--- src/rtl/dag_pkg.sv ---
// Shared definitions for the destination address generator.
// Assumes: update-mode encoding is fixed by the control interface.
package dag_pkg;
    typedef enum logic [1:0] {
        MODE_HOLD_A = 2'b00,
        MODE_HOLD_B = 2'b01,
        MODE_UP     = 2'b10,
        MODE_DOWN   = 2'b11
    } upd_mode_e;
endpackage

--- src/rtl/dag_area_decode.sv ---
// Turns the window code into a low-bit mask.
// Codes above ADDR_W-1 are reserved: they give an empty mask and raise code_bad.
// Assumes: 2**CODE_W >= ADDR_W, so every bit index fits in a code value.
module dag_area_decode #(
    parameter int ADDR_W = 24,
    parameter int CODE_W = 5
) (
    input  logic [CODE_W-1:0] area_code,
    output logic [ADDR_W-1:0] win_mask,
    output logic              win_on,
    output logic              code_bad
);
    localparam logic [CODE_W-1:0] MAX_CODE = CODE_W'(ADDR_W - 1);

    // Flag the reserved codes.
    always_comb code_bad = (area_code > MAX_CODE);

    // Build the thermometer mask of the window bits.
    generate
        for (genvar gi = 0; gi < ADDR_W; gi++) begin : g_mask
            always_comb win_mask[gi] = !code_bad && (CODE_W'(gi) < area_code);
        end
    endgenerate

    // The window is active when at least one bit is confined.
    always_comb win_on = |win_mask;
endmodule

--- src/rtl/dag_step_unit.sv ---
// Computes the next address and reports a window wrap.
// Assumes: win_mask is a contiguous run of low ones (or all zero).
module dag_step_unit
    import dag_pkg::*;
#(
    parameter int ADDR_W = 24
) (
    input  logic [ADDR_W-1:0] cur_addr,
    input  logic [ADDR_W-1:0] win_mask,
    input  logic              win_on,
    input  logic [1:0]        mode,
    input  logic              word_sz,
    output logic [ADDR_W-1:0] nxt_addr,
    output logic              wrap_hit
);
    logic [ADDR_W-1:0] step;
    logic [ADDR_W-1:0] low;
    logic [ADDR_W:0]   low_up;
    logic [ADDR_W-1:0] raw;
    logic              over_top;
    logic              under_zero;

    // Select the step size.
    always_comb step = word_sz ? ADDR_W'(2) : ADDR_W'(1);

    // Detect the window edge crossings from the masked low bits.
    always_comb begin
        low        = cur_addr & win_mask;
        low_up     = {1'b0, low} + {1'b0, step};
        over_top   = low_up > {1'b0, win_mask};
        under_zero = low < step;
    end

    // Apply the mode, then merge the window bits with the fixed upper bits.
    always_comb begin
        raw      = cur_addr;
        wrap_hit = 1'b0;
        case (upd_mode_e'(mode))
            MODE_UP: begin
                raw      = cur_addr + step;
                wrap_hit = win_on && over_top;
            end
            MODE_DOWN: begin
                raw      = cur_addr - step;
                wrap_hit = win_on && under_zero;
            end
            default: begin
                raw      = cur_addr;
                wrap_hit = 1'b0;
            end
        endcase
        nxt_addr = win_on ? ((cur_addr & ~win_mask) | (raw & win_mask)) : raw;
    end
endmodule

--- src/rtl/dag_flag_ctrl.sv ---
// Holds the sticky wrap flag and configuration error, and gates the interrupt.
// Assumes: set_pulse and code_bad are single-cycle qualified events.
module dag_flag_ctrl (
    input  logic clk,
    input  logic rst_n,
    input  logic set_pulse,
    input  logic clr_pulse,
    input  logic code_bad,
    input  logic irq_en,
    output logic wrap_flag,
    output logic cfg_err,
    output logic irq
);
    // Wrap flag: set has priority over write-one-to-clear.
    always_ff @(posedge clk) begin
        if (!rst_n)         wrap_flag <= 1'b0;
        else if (set_pulse) wrap_flag <= 1'b1;
        else if (clr_pulse) wrap_flag <= 1'b0;
    end

    // Configuration error: sticky until reset.
    always_ff @(posedge clk) begin
        if (!rst_n)        cfg_err <= 1'b0;
        else if (code_bad) cfg_err <= 1'b1;
    end

    // Interrupt request follows the flag when enabled.
    always_comb irq = wrap_flag & irq_en;

    // a wrap event shows on the flag at the next edge
    a_r6_flag_on_wrap: assert property (@(posedge clk) disable iff (!rst_n)
        set_pulse |=> wrap_flag);
    // the flag holds without a clear
    a_r8_flag_sticky: assert property (@(posedge clk) disable iff (!rst_n)
        (wrap_flag && !clr_pulse) |=> wrap_flag);
    // a clear without a new wrap empties the flag
    a_r8_flag_clear: assert property (@(posedge clk) disable iff (!rst_n)
        (clr_pulse && !set_pulse) |=> !wrap_flag);
    // no interrupt while disabled
    a_r7_irq_gated: assert property (@(posedge clk) disable iff (!rst_n)
        !irq_en |-> !irq);
    // the error bit never drops outside reset
    a_r9_cfg_sticky: assert property (@(posedge clk) disable iff (!rst_n)
        cfg_err |=> cfg_err);
endmodule

--- src/rtl/dst_addr_gen.sv ---
// Destination address generator for one DMA channel.
// Loads the address from the write port and updates it once per transfer strobe,
// optionally confined to an aligned power-of-two window.
// Assumes: configuration inputs are valid in the strobe cycle.
module dst_addr_gen #(
    parameter int ADDR_W = 24,
    parameter int CODE_W = 5
) (
    input  logic              clk,
    input  logic              rst_n,
    input  logic              wr_addr_en,
    input  logic [ADDR_W-1:0] wr_addr_data,
    input  logic              flag_clr,
    input  logic [CODE_W-1:0] area_code,
    input  logic [1:0]        upd_mode,
    input  logic              word_sz,
    input  logic              irq_en,
    input  logic              xfer_done,
    output logic [ADDR_W-1:0] dst_addr,
    output logic              wrap_flag,
    output logic              irq,
    output logic              cfg_err
);
    logic [ADDR_W-1:0] win_mask;
    logic              win_on;
    logic              code_bad;
    logic [ADDR_W-1:0] nxt_addr;
    logic              wrap_hit;
    logic              step_en;

    dag_area_decode #(.ADDR_W(ADDR_W), .CODE_W(CODE_W)) area_i (
        .area_code (area_code),
        .win_mask  (win_mask),
        .win_on    (win_on),
        .code_bad  (code_bad)
    );

    dag_step_unit #(.ADDR_W(ADDR_W)) step_i (
        .cur_addr (dst_addr),
        .win_mask (win_mask),
        .win_on   (win_on),
        .mode     (upd_mode),
        .word_sz  (word_sz),
        .nxt_addr (nxt_addr),
        .wrap_hit (wrap_hit)
    );

    // A strobe counts only when no register write competes with it.
    always_comb step_en = xfer_done && !wr_addr_en;

    dag_flag_ctrl flag_i (
        .clk       (clk),
        .rst_n     (rst_n),
        .set_pulse (step_en && wrap_hit),
        .clr_pulse (flag_clr),
        .code_bad  (code_bad),
        .irq_en    (irq_en),
        .wrap_flag (wrap_flag),
        .cfg_err   (cfg_err),
        .irq       (irq)
    );

    // Address register: write first, then the transfer update.
    always_ff @(posedge clk) begin
        if (!rst_n)          dst_addr <= '0;
        else if (wr_addr_en) dst_addr <= wr_addr_data;
        else if (xfer_done)  dst_addr <= nxt_addr;
    end

    // a write always lands, whatever the strobe does
    a_r10_write_wins: assert property (@(posedge clk) disable iff (!rst_n)
        wr_addr_en |=> (dst_addr == $past(wr_addr_data)));
    // hold modes leave the address alone
    a_r1_fixed_hold: assert property (@(posedge clk) disable iff (!rst_n)
        (step_en && !upd_mode[1]) |=> $stable(dst_addr));
    // bits above the window never move on a strobe
    a_r5_upper_kept: assert property (@(posedge clk) disable iff (!rst_n)
        (step_en && win_on) |=>
        (((dst_addr ^ $past(dst_addr)) & ~$past(win_mask)) == '0));
    // unwindowed byte increment adds one
    a_r2_byte_up: assert property (@(posedge clk) disable iff (!rst_n)
        (step_en && upd_mode == 2'b10 && !word_sz && area_code == '0)
        |=> (dst_addr == $past(dst_addr) + ADDR_W'(1)));
    // without write or strobe the address does not move
    a_r11_idle_stable: assert property (@(posedge clk) disable iff (!rst_n)
        (!wr_addr_en && !xfer_done) |=> $stable(dst_addr));
endmodule

--- config.mk ---
export PLATFORM = sky130hd
export DESIGN_NAME = dst_addr_gen
export DESIGN_NICKNAME = d
export VERILOG_FILES = /design/src/rtl/dag_pkg.sv /design/src/rtl/dag_area_decode.sv /design/src/rtl/dag_step_unit.sv /design/src/rtl/dag_flag_ctrl.sv /design/src/rtl/dst_addr_gen.sv
export SDC_FILE = /design/constraint.sdc
export NUM_CORES = 1
export LEC_CHECK = 0
export ABC_CLOCK_PERIOD_IN_PS = 4800
export BUFFER_PORTS_ARGS = -buffer_cell sky130_fd_sc_hd__buf_2
export CORE_ASPECT_RATIO = 0.5
export CORE_MARGIN = 3
export CORE_UTILIZATION = 60
export CTS_BUF_LIST = sky130_fd_sc_hd__clkbuf_8 sky130_fd_sc_hd__clkbuf_16
export CTS_CLUSTER_SIZE = 20
export DETAILED_ROUTE_END_ITERATION = 6
export PLACE_DENSITY_LB_ADDON = 0.3
export SYNTH_ARGS = -nofsm -noshare
export SYNTH_HDL_FRONTEND = slang
export SYNTH_HIERARCHICAL = 1
export SYNTH_SLANG_ARGS = --single-unit
--- constraint.sdc ---
create_clock -name clk -period 4.8 [get_ports clk]
set_clock_uncertainty 0.2 [all_clocks]
set_input_delay 0.24 -clock clk [delete_from_list [all_inputs] [get_ports clk]]
set_output_delay 0.24 -clock clk [all_outputs]
set_load 0.1 [all_outputs]
==> reports/metrics.yaml <==
tightest_slew_ns: 0.880
arrival_ns: 4.37
power_leakage_nw: 2.55
async_flop_share: 0
grt_pass1_wl_mm: 22.8
hold_violations: 0
drt_iter0_drc: 478
crit_start: "area_code[4]"
crit_path_top_delay_cell: "or4_1"
synthCells: 629
synth_area_um2: 4700
portBuffers: 64
maxCapViolCount: 0
drc: 0
dieHeight_um: 68.6
placementRows: 22
max-slew-margin-rel: 0.413
ys_seq_elements: 26
r2r_start: "dst_addr[1]"
setup_tns_ns: 0
hp-class: "input pin to flop"
setup_violations: 0
post-cts-setup-buffer-count: 0
clkTransAtPathRegs_ns: 0.08
first_pass_iters: 5
crit_path_start_kind: "input pin"
yosysUniqueCellTypes: 63
vias: 4985
p_per_area_nw_per_um2: 204
ys.flop_type: "dfxtp_1"
coreArea_um2: 7460
die_w_um: 131
grt_max_degree: 50
cts_tree: "yes"
track_usage: 0.315
avgSynthCellArea_um2: 7.47
dp.cells: 795
slew_viol_final: 0
grt-ovfl-total: 0
cts_made_buffers: 3
htreeDepth: 1
status: "finished clean"
ir_worst_vdd_v: 0.000143
yosysWarningCount: 6
rsz0062_at_grt: "false"
routabilityCongestion: 1.02
clock-sinks: 26
synth_edf_count: 0
first_global_vias: 4499
routedWlPerCell_um: 17.8
critPathRequiredTime_ns: 4.78
cp_common_cell: "nand2_1"
dp_hpwl_mm: 11.2
syn-num-nets: 724
area_growth_pct: 11.4
cts.path.max_buffers: 2
layout.cells.non_filler: 799
fin_crit_sh: 0.914
critPathMaxStageDelay_ns: 0.48
antenna_found_initial: 0
drive_gt1_frac: 0.191
num-nets-final: 787
die_area_um2: 8990
ant_nets: 0
endpoint_kind: "flop"
holdCritStartpoint: "wr_addr_data[23]"
clock_latency_ns: 0.27
fmax_ghz: 0.228
clock-root-buffer: "clkbuf_16"
crit_chain: "buf_2, ha_1, a21oi_1, a21boi_1, nand2_1, nor4_2, nand2_1, or4_1, xor2_1, ha_1, nand4_1, nor2_1, a211o_1, a2111oi_1, a21o_1, a21oi_1, nand2_1, nor2_1, o21a_1"
diodes: 0
start_util: 0.630
period_needed_ns: 4.39
routed_wl_mm: 14.3
viasPerCell: 6.24
io_pins: 65
critPathKind: "input pin to flop"
ys_seq_area_frac: 0.111
cts_hold_buffers: 0
cp_max_fo: 13
[where the power goes]
part,leakage (nW),internal [mW],switching (mW)
logic,2.29,0.205,0.378
registers,0.216,0.233,0.0288
clock network,0.0442,0.129,0.0956
total,2.55,0.566,0.502
[cells in the mapped netlist (3+ instances only)]
library cell,number,share of area
nor2_1,34,0.027
a21oi_1,42,0.045
o31ai_1,8,0.013
a31oi_1,7,0.0093
inv_1,45,0.036
nand4_1,21,0.028
nor4_2,3,0.0080
o211ai_1,3,0.0048
xnor2_1,17,0.032
a21o_1,11,0.018
buf_2,11,0.012
clkbuf_1,7,0.0056
mux2_2,9,0.022
nor4_1,4,0.0053
nor3_1,13,0.014
o21a_1,13,0.021
nand2_1,75,0.060
nand2b_1,24,0.032
a211oi_1,10,0.016
o21ai_0,52,0.055
o211a_1,24,0.051
xor2_1,16,0.030
a211o_1,3,0.0056
mux2_4,19,0.061
ha_1,56,0.15
dfxtp_1,26,0.11
or3_1,3,0.0040
nand3_1,20,0.021
nor2b_1,6,0.0080
[flip-flops by register name (all words and copies together) (netlist names)]
register,flops
dst_addr,24
flag_i/wrap_flag,1
flag_i/cfg_err,1
[worst max-delay path, delay by kind of cell]
kind | cells | cell delay [ns]
adder cells (fa/ha/maj) | 2 | 0.64
AO/OA/AOI/OAI | 7 | 1.61
AND/OR/NAND/NOR | 8 | 1.57
XOR/XNOR | 1 | 0.17
buffers and inverters | 1 | 0.13
[final cells by class]
class	count	area, um^2
well taps	108	135
clock buffers	4	88.8
flip-flops and latches	26	520
repair buffers	83	463
fillers	682	2220
inverters	45	169
multi-input cells	533	3860
[cells in the final DEF, fill, tap and decap left out, drive strengths merged, types with 11 or more instances in the layout]
master | Yosys | routed
a211oi | 11 | 11
a21o | 11 | 11
a21oi | 42 | 42
buf | 18 | 83
dfxtp | 26 | 26
ha | 56 | 56
inv | 45 | 45
mux2 | 28 | 28
nand2 | 75 | 75
nand2b | 24 | 24
nand3 | 20 | 20
nand4 | 21 | 21
nor2 | 35 | 35
nor3 | 13 | 13
o211a | 24 | 24
o21a | 13 | 13
o21ai | 53 | 53
xnor2 | 17 | 17
xor2 | 16 | 16
[timing repair]
item                                    in CTS  in global routing
endpoints found under the setup margin       0                  1
endpoints found under the hold margin        0                  0
resized for setup                            0                  4
[logic make-up after synthesis]
| kind of cell | after synthesis | share of synthesized area |
|---|---|---|
| AOI/OAI and AO/OA | 196 | 0.287 |
| xor gates and xnor gates | 33 | 0.0615 |
| adders and majority gates | 57 | 0.153 |
| buffers and inverters | 70 | 0.0706 |
| DFF | 26 | 0.111 |
| muxes | 28 | 0.0823 |
| other | 1 | 0.000798 |
| and+or+nand+nor | 218 | 0.234 |
[layer usage]
layer  track usage  part of all wire  vias up
li1              -                 -     2425
met1         0.438              0.47     2337
met2         0.532              0.43      211
met3        0.0601             0.094       12
met4        0.0353            0.0072        0
met5             0                 0        -
[worst paths after layout]
check / end / slack, ns / cells after the start
worst min register to register: flag_i/cfg_err / 0.34 / 1
worst max register to register: flag_i/wrap_flag / 0.81 / 18
worst min-delay path: dst_addr[23] / 0.07 / 3
worst max-delay path: flag_i/wrap_flag / 0.41 / 19
[metrics by stage]
step	total power, mW	util	hold WS, ns	instance area, um^2	setup WS (ns)
2_1_floorplan	0.713	-	0.157	4700	0.257
3_3_place_gp	0.828	0.688	0.318	5130	0.195
3_5_place_dp	0.836	0.688	0.301	5130	0.105
4_1_cts	1.06	0.700	0.0721	5220	0.375
5_1_grt	1.13	0.702	0.0918	5240	0.0706
6_report	1.07	0.702	0.0726	5240	0.414
Power figures use the tool's default switching activity.
